`src/rtl/can_mbirq_pkg.sv`:
```
package can_mbirq_pkg;

    localparam int ADDR_W = 3;
    localparam int DATA_W = 32;
    localparam int FLAG_W = 64;
    localparam int STAT_W = 5;

    localparam logic [ADDR_W-1:0] A_CFG     = 3'd0;
    localparam logic [ADDR_W-1:0] A_CTRL    = 3'd1;
    localparam logic [ADDR_W-1:0] A_STAT    = 3'd2;
    localparam logic [ADDR_W-1:0] A_MASK_LO = 3'd3;
    localparam logic [ADDR_W-1:0] A_MASK_HI = 3'd4;
    localparam logic [ADDR_W-1:0] A_FLAG_LO = 3'd5;
    localparam logic [ADDR_W-1:0] A_FLAG_HI = 3'd6;

    // flag positions reused while the receive FIFO is on
    localparam int FIFO_OVF_BIT   = 7;
    localparam int FIFO_WARN_BIT  = 6;
    localparam int FIFO_AVAIL_BIT = 5;

    typedef enum logic [0:0] {
        ST_IDLE = 1'b0,
        ST_RESP = 1'b1
    } bus_st_e;

    function automatic logic sup_only(input logic [ADDR_W-1:0] a);
        return (a == A_CFG) || (a == A_CTRL);
    endfunction

endpackage

```
`src/rtl/can_mbirq_flagbank.sv`:
```
module can_mbirq_flagbank #(
    parameter int W = 8
) (
    input  logic         clk,
    input  logic         rst_n,
    input  logic [W-1:0] set_i,
    input  logic [W-1:0] clr_i,
    input  logic [W-1:0] kill_i,
    output logic [W-1:0] q_o,
    output logic [W-1:0] nxt_o
);

    // kill beats set, set beats a software clear
    for (genvar i = 0; i < W; i++) begin : g_bit
        assign nxt_o[i] = kill_i[i] ? 1'b0 : (set_i[i] | (q_o[i] & ~clr_i[i]));

        always_ff @(posedge clk or negedge rst_n) begin
            if (!rst_n) q_o[i] <= 1'b0;
            else        q_o[i] <= nxt_o[i];
        end
    end

endmodule

```
`src/rtl/can_mbirq_busfsm.sv`:
```
module can_mbirq_busfsm
    import can_mbirq_pkg::*;
(
    input  logic              clk,
    input  logic              rst_n,
    input  logic              req_i,
    input  logic              wr_i,
    input  logic [ADDR_W-1:0] addr_i,
    input  logic              priv_i,
    input  logic [DATA_W-1:0] rd_word_i,
    output logic              wr_go_o,
    output logic              ack_o,
    output logic [DATA_W-1:0] rdata_o,
    output logic              err_o
);

    bus_st_e state_q, state_d;
    logic    take, deny;

    assign take    = (state_q == ST_IDLE) && req_i;
    assign deny    = sup_only(addr_i) && !priv_i;
    assign wr_go_o = take && wr_i && !deny;

    always_comb begin
        state_d = state_q;
        unique case (state_q)
            ST_IDLE: if (req_i) state_d = ST_RESP;  // accept
            ST_RESP: state_d = ST_IDLE;             // retire
        endcase
    end

    always_ff @(posedge clk or negedge rst_n) begin
        if (!rst_n) state_q <= ST_IDLE;
        else        state_q <= state_d;
    end

    // output process: capture response when a request is accepted
    always_ff @(posedge clk or negedge rst_n) begin
        if (!rst_n) begin
            rdata_o <= '0;
            err_o   <= 1'b0;
        end else if (take) begin
            err_o   <= deny;
            rdata_o <= (deny || wr_i) ? '0 : rd_word_i;
        end
    end

    assign ack_o = (state_q == ST_RESP);

endmodule

```
`src/rtl/can_mbirq_ctrl.sv`:
```
module can_mbirq_ctrl
    import can_mbirq_pkg::*;
#(
    parameter int NBUF = 64
) (
    input  logic              clk,
    input  logic              rst_n,
    input  logic              bus_req,
    input  logic              bus_wr,
    input  logic [ADDR_W-1:0] bus_addr,
    input  logic [DATA_W-1:0] bus_wdata,
    input  logic              bus_priv,
    output logic              bus_ack,
    output logic [DATA_W-1:0] bus_rdata,
    output logic              bus_err,
    input  logic [NBUF-1:0]   mb_done,
    input  logic              fifo_ovf,
    input  logic              fifo_warn,
    input  logic              fifo_avail,
    input  logic              ev_busoff,
    input  logic              ev_err,
    input  logic              ev_txwarn,
    input  logic              ev_rxwarn,
    input  logic              ev_wake,
    output logic [NBUF-1:0]   mb_irq,
    output logic              mb_any_irq,
    output logic              busoff_irq,
    output logic              err_irq,
    output logic              txwarn_irq,
    output logic              rxwarn_irq,
    output logic              wake_irq
);

    localparam int W    = FLAG_W;
    localparam int HALF = W / 2;

    logic [W-1:0]      impl_mask, done_pad;
    logic [W-1:0]      mb_mask_q, mb_mask_d;
    logic [W-1:0]      mb_set, mb_clr, mb_kill, mb_flag_q, mb_flag_d, mb_pend_d;
    logic [STAT_W-1:0] st_set, st_clr, st_flag_q, st_flag_d, st_mask_d;
    logic              fifo_en_q, fifo_en_d, wake_msk_q, wake_msk_d;
    logic [3:0]        ctrl_msk_q, ctrl_msk_d;
    logic              wr_go, fifo_leave;
    logic [DATA_W-1:0] rd_word;

    for (genvar i = 0; i < W; i++) begin : g_impl
        assign impl_mask[i] = (i < NBUF);
    end

    if (NBUF < W) begin : g_pad
        assign done_pad = {{(W-NBUF){1'b0}}, mb_done};
    end else begin : g_full
        assign done_pad = mb_done;
    end

    can_mbirq_busfsm u_bus (
        .clk       (clk),
        .rst_n     (rst_n),
        .req_i     (bus_req),
        .wr_i      (bus_wr),
        .addr_i    (bus_addr),
        .priv_i    (bus_priv),
        .rd_word_i (rd_word),
        .wr_go_o   (wr_go),
        .ack_o     (bus_ack),
        .rdata_o   (bus_rdata),
        .err_o     (bus_err)
    );

    always_comb begin
        case (bus_addr)
            A_CFG:     rd_word = {30'd0, wake_msk_q, fifo_en_q};
            A_CTRL:    rd_word = {28'd0, ctrl_msk_q};
            A_STAT:    rd_word = {27'd0, st_flag_q};
            A_MASK_LO: rd_word = mb_mask_q[HALF-1:0];
            A_MASK_HI: rd_word = mb_mask_q[W-1:HALF];
            A_FLAG_LO: rd_word = mb_flag_q[HALF-1:0];
            A_FLAG_HI: rd_word = mb_flag_q[W-1:HALF];
            default:   rd_word = '0;
        endcase
    end

    // configuration and mask next-state
    always_comb begin
        fifo_en_d  = fifo_en_q;
        wake_msk_d = wake_msk_q;
        ctrl_msk_d = ctrl_msk_q;
        mb_mask_d  = mb_mask_q;
        if (wr_go && bus_addr == A_CFG) begin
            fifo_en_d  = bus_wdata[0];
            wake_msk_d = bus_wdata[1];
        end
        if (wr_go && bus_addr == A_CTRL)    ctrl_msk_d = bus_wdata[3:0];
        if (wr_go && bus_addr == A_MASK_LO) mb_mask_d[HALF-1:0] = bus_wdata;
        if (wr_go && bus_addr == A_MASK_HI) mb_mask_d[W-1:HALF] = bus_wdata;
        mb_mask_d = mb_mask_d & impl_mask;
    end

    assign fifo_leave = fifo_en_q && !fifo_en_d;

    always_ff @(posedge clk or negedge rst_n) begin
        if (!rst_n) begin
            fifo_en_q  <= 1'b0;
            wake_msk_q <= 1'b0;
            ctrl_msk_q <= '0;
            mb_mask_q  <= '0;
        end else begin
            fifo_en_q  <= fifo_en_d;
            wake_msk_q <= wake_msk_d;
            ctrl_msk_q <= ctrl_msk_d;
            mb_mask_q  <= mb_mask_d;
        end
    end

    // buffer flag controls
    always_comb begin
        mb_set  = done_pad;
        mb_kill = ~impl_mask;
        mb_clr  = '0;
        if (fifo_en_q) begin
            mb_set[7:0]            = '0;
            mb_set[FIFO_OVF_BIT]   = fifo_ovf;
            mb_set[FIFO_WARN_BIT]  = fifo_warn;
            mb_set[FIFO_AVAIL_BIT] = fifo_avail;
            mb_kill[4:0]           = '1;
        end
        if (fifo_leave) mb_kill[7:5] = '1;
        if (wr_go && bus_addr == A_FLAG_LO) mb_clr[HALF-1:0] = bus_wdata;
        if (wr_go && bus_addr == A_FLAG_HI) mb_clr[W-1:HALF] = bus_wdata;
    end

    can_mbirq_flagbank #(.W(W)) u_mbflags (
        .clk    (clk),
        .rst_n  (rst_n),
        .set_i  (mb_set),
        .clr_i  (mb_clr),
        .kill_i (mb_kill),
        .q_o    (mb_flag_q),
        .nxt_o  (mb_flag_d)
    );

    assign st_set    = {ev_wake, ev_rxwarn, ev_txwarn, ev_err, ev_busoff};
    assign st_clr    = (wr_go && bus_addr == A_STAT) ? bus_wdata[STAT_W-1:0] : '0;
    assign st_mask_d = {wake_msk_d, ctrl_msk_d};

    can_mbirq_flagbank #(.W(STAT_W)) u_stflags (
        .clk    (clk),
        .rst_n  (rst_n),
        .set_i  (st_set),
        .clr_i  (st_clr),
        .kill_i ({STAT_W{1'b0}}),
        .q_o    (st_flag_q),
        .nxt_o  (st_flag_d)
    );

    assign mb_pend_d = mb_flag_d & mb_mask_d;

    always_ff @(posedge clk or negedge rst_n) begin
        if (!rst_n) begin
            mb_irq     <= '0;
            mb_any_irq <= 1'b0;
            busoff_irq <= 1'b0;
            err_irq    <= 1'b0;
            txwarn_irq <= 1'b0;
            rxwarn_irq <= 1'b0;
            wake_irq   <= 1'b0;
        end else begin
            mb_irq     <= mb_pend_d[NBUF-1:0];
            mb_any_irq <= |mb_pend_d;
            busoff_irq <= st_flag_d[0] & st_mask_d[0];
            err_irq    <= st_flag_d[1] & st_mask_d[1];
            txwarn_irq <= st_flag_d[2] & st_mask_d[2];
            rxwarn_irq <= st_flag_d[3] & st_mask_d[3];
            wake_irq   <= st_flag_d[4] & st_mask_d[4];
        end
    end

endmodule

```
`config.mk`:
```
export PLATFORM = sky130hd
export DESIGN_NAME = can_mbirq_ctrl
export DESIGN_NICKNAME = d
export VERILOG_FILES = /design/src/rtl/can_mbirq_pkg.sv /design/src/rtl/can_mbirq_flagbank.sv /design/src/rtl/can_mbirq_busfsm.sv /design/src/rtl/can_mbirq_ctrl.sv
export SDC_FILE = /design/constraint.sdc
export NUM_CORES = 1
export LEC_CHECK = 0
export CORE_MARGIN = 3
export CORE_UTILIZATION = 51
export DETAILED_ROUTE_END_ITERATION = 12
export GPL_TIMING_DRIVEN = 0
export PLACE_DENSITY = 0.8
export SETUP_SLACK_MARGIN = 0.2
export SYNTH_ARGS = -nofsm -noshare
export SYNTH_HDL_FRONTEND = slang
export SYNTH_SLANG_ARGS = --single-unit
```
`constraint.sdc`:
```
create_clock -name clk -period 3.4 [get_ports clk]
set_input_delay 0.85 -clock clk [delete_from_list [all_inputs] [get_ports clk]]
set_output_delay 0.85 -clock clk [all_outputs]
set_load 0.05 [all_outputs]
```
==> results.txt <==
Status: complete, no violations
Power Density: 644 nW/um^2
CP startpoint: bus_addr[0]
Pin count of the biggest net entering global routing: 98
Final Util: 70.7%
RSZ-0062 raised after global routing: false
Detail Route Antenna Nets: 0
Worst-Skew Late Latency: 0.53 ns
Clock root buffer: clkbuf_16
Placed cell areas: 12,700 sq um
Crit end category: register
Worst R2R Setup Slack: 0.40 ns
Io pins: 216
Max-cap violations: 0
Die area: 21,700 sq um
Most frequent cells in the layout: dfrtp_1, clkdlybuf4s50_1, nand2_1
Power, Total: 8.90 mW
HP Class: in2async
Yosys cell types: 50
Final slew viol count: 0
CTS tree: done
Seq/Total Area, Yosys: 59.7%
Layout area overhead: 35.7%
Hold buffers post-CTS: 0
Area of the multi-input gates: 3870 sq um
Clock transition at the registers of the reported paths: 0.06 ns
GRT Residual Overflow: 0
Global-route wire length before repair: 53.3 mm
Net Count, Synth: 1,034
Die width: 147 um
Vias in the first global route: 9,530
Primary FF master, synth: dfrtp_1
Final WL: 34.4 mm
Smallest setup slack after layout: 0.299 ns
Wire per inst: 23.7 um
TritonRoute pass-1 iters: 6
I/O Buffers: 212
Overall routing resource usage: 31.7%
Fmax: 0.322 GHz
Worst path arrival time: 3.49 ns
Static leakage: 5.80 nW
Gate Count Post-Synth: 922
Final Skew: 0.0110 ns
Crit path required time: 3.79 ns
Clock sink count: 243
Pre-CTS WS: -1.64 ns
Dpl hpwl: 24.0 mm
Non-Filler Instances: 1,453
Initial antenna violation count: 3
Synth async-reset ratio: 100%
VDD IR-drop max: 0.000529 V
Fraction of layout cells with a size suffix above 1: 12.6%
Die height: 147 um
Slew HR: 51.5%
# fillers: 1,447
Initial drt markers: 982
Final min period: 3.10 ns
Post-route cell area: 13,800 sq um
CTS Buffer Depth: 3
Setup TNS Final: 0 ns
Syn Area/Cell: 11.0 sq um
CTS Buf Count: 26
Via count: 9,066
Via density: 6.24
Post-synth EDFFs: 0
# DRC: 0
Cells after DPL: 1,401
Reg area: 6080 sq um
Fin nets: 1,280
Tcrit/Tclk final: 91.2%
Cell Rows: 51
Syn. warnings: 0
Worst r2r src: u_bus.ack_o$_DFF_PN0_
Area of the mapped netlist: 10,200 sq um
Final Hold Viols: 0
Core area: 19,500 sq um
GPL Wtd Cong: 0.913
#FFs+latches synth: 243
Worst hold slack: 0.240 ns
Critical Path Fanout Max: 10
CP Launch Type: primary input
Final setup vio count: 0
H-tree depth: 1
Commonest non-fill, non-tap cell in the layout: dfrtp_1
Worst slew pin tran: 0.727 ns
Crit path kind: in2reg
Starting Density: 52.1%
==> path summary, 6_finish.rpt <==
kind | endpoint | cells past startpoint
min in group clk | u_bus.rdata_o[23]$_DFFE_PN0P_ | 2
worst max-delay path | mb_any_irq$_DFF_PN0_ | 12
worst min-delay path | mb_irq[24]$_DFF_PN0_ | 1
worst min register to register | u_bus.rdata_o[23]$_DFFE_PN0P_ | 2
max in group asynchronous | mb_mask_q[44]$_DFF_PN0_ | 2
worst max register to register | mb_any_irq$_DFF_PN0_ | 10
==> per-layer routing <==
layer	global-route usage [%]	routed length (um)	vias to the layer above	share of wire, %
met1	41.4	12900	4428	37
met3	10.3	4230	143	12
li1	-	-	3845	-
met5	0	22	-	0.064
met2	48.5	15600	646	45
met4	14.9	1650	4	4.8
==> flip-flops by register name, summed over array words and instances, names as in the netlist <==
| register | flops |
|---|---|
| u_bus.ack_o | 1 |
| ctrl_msk_q | 4 |
| u_stflags.q_o | 5 |
| u_bus.rdata_o | 32 |
| mb_irq | 64 |
| u_mbflags.q_o | 64 |
| wake_irq | 1 |
| txwarn_irq | 1 |
| u_bus.err_o | 1 |
| mb_mask_q | 64 |
| err_irq | 1 |
| mb_any_irq | 1 |
| fifo_en_q | 1 |
| wake_msk_q | 1 |
| rxwarn_irq | 1 |
| busoff_irq | 1 |
==> power breakdown <==
group          internal [mW]  total (mW)  switching [mW]  leakage [nW]
Clock                   1.84        3.00            1.16         0.447
Combinational          0.846        2.39            1.54          2.49
Sequential              3.31        3.51           0.196          2.86
==> cells in the mapped netlist (4+ instances only) <==
master,instances,area share (%)
nor2b_1,32,2.0
a21o_1,10,0.74
nor4_1,10,0.61
o31ai_1,4,0.29
a22oi_1,8,0.59
inv_1,24,0.88
nand2_1,86,3.2
nand3_1,47,2.3
or4_1,5,0.37
a21boi_0,17,1.3
nor2_1,51,1.9
o21a_1,13,0.96
and2_1,16,0.98
o22ai_1,4,0.25
a221oi_1,61,5.2
mux2_2,30,3.3
clkbuf_1,40,1.5
buf_2,5,0.25
or2_2,14,0.86
dfrtp_1,243,60
a21oi_1,41,2.0
buf_1,7,0.26
a22o_1,27,2.3
nor3_1,7,0.34
o21ai_0,73,3.6
mux2i_1,10,0.98
==> worst max-delay path, cell delays in order <==
cell and delay [ns]:
dlymetal6s2s_1 0.18, buf_6 0.17, and2_1 0.16, clkbuf_2 0.20
buf_4 0.24, buf_4 0.21, nand3_1 0.12, a221oi_1 0.14
nor4_2 0.41, nand4_1 0.27, nor4_4 0.41, nand4_1 0.14
==> final cells by class <==
class | count | area share, %
diodes | 1 | 0.0181
plain buffers | 56 | 2.13
clock buffers | 35 | 5.40
clock inverters | 12 | 1.20
inverters | 24 | 0.652
multi-input cells | 599 | 28.0
flip-flops and latches | 243 | 44.0
well taps | 265 | 2.40
repair buffers | 218 | 16.2
==> cells by family (layout without fill, tap and decap cells) <==
logic type / Yosys count / after routing / share of synthesized area, %
and+or+nand+nor: 286 / 286 / 14.1
other: 0 / 1 / 0
AOI/OAI and AO/OA: 271 / 271 / 18.3
DFF: 243 / 243 / 59.7
muxes: 42 / 42 / 4.63
buffers and inverters: 80 / 345 / 3.27
==> what timing repair did <==
action / CTS / global route
resized for setup: 48 / 20
setup buffers: 3 / 1
setup endpoints to repair: 77 / 15
hold endpoints to repair: 0 / 0
pin swaps: 3 / 5
(Power assumes the default switching activity.)
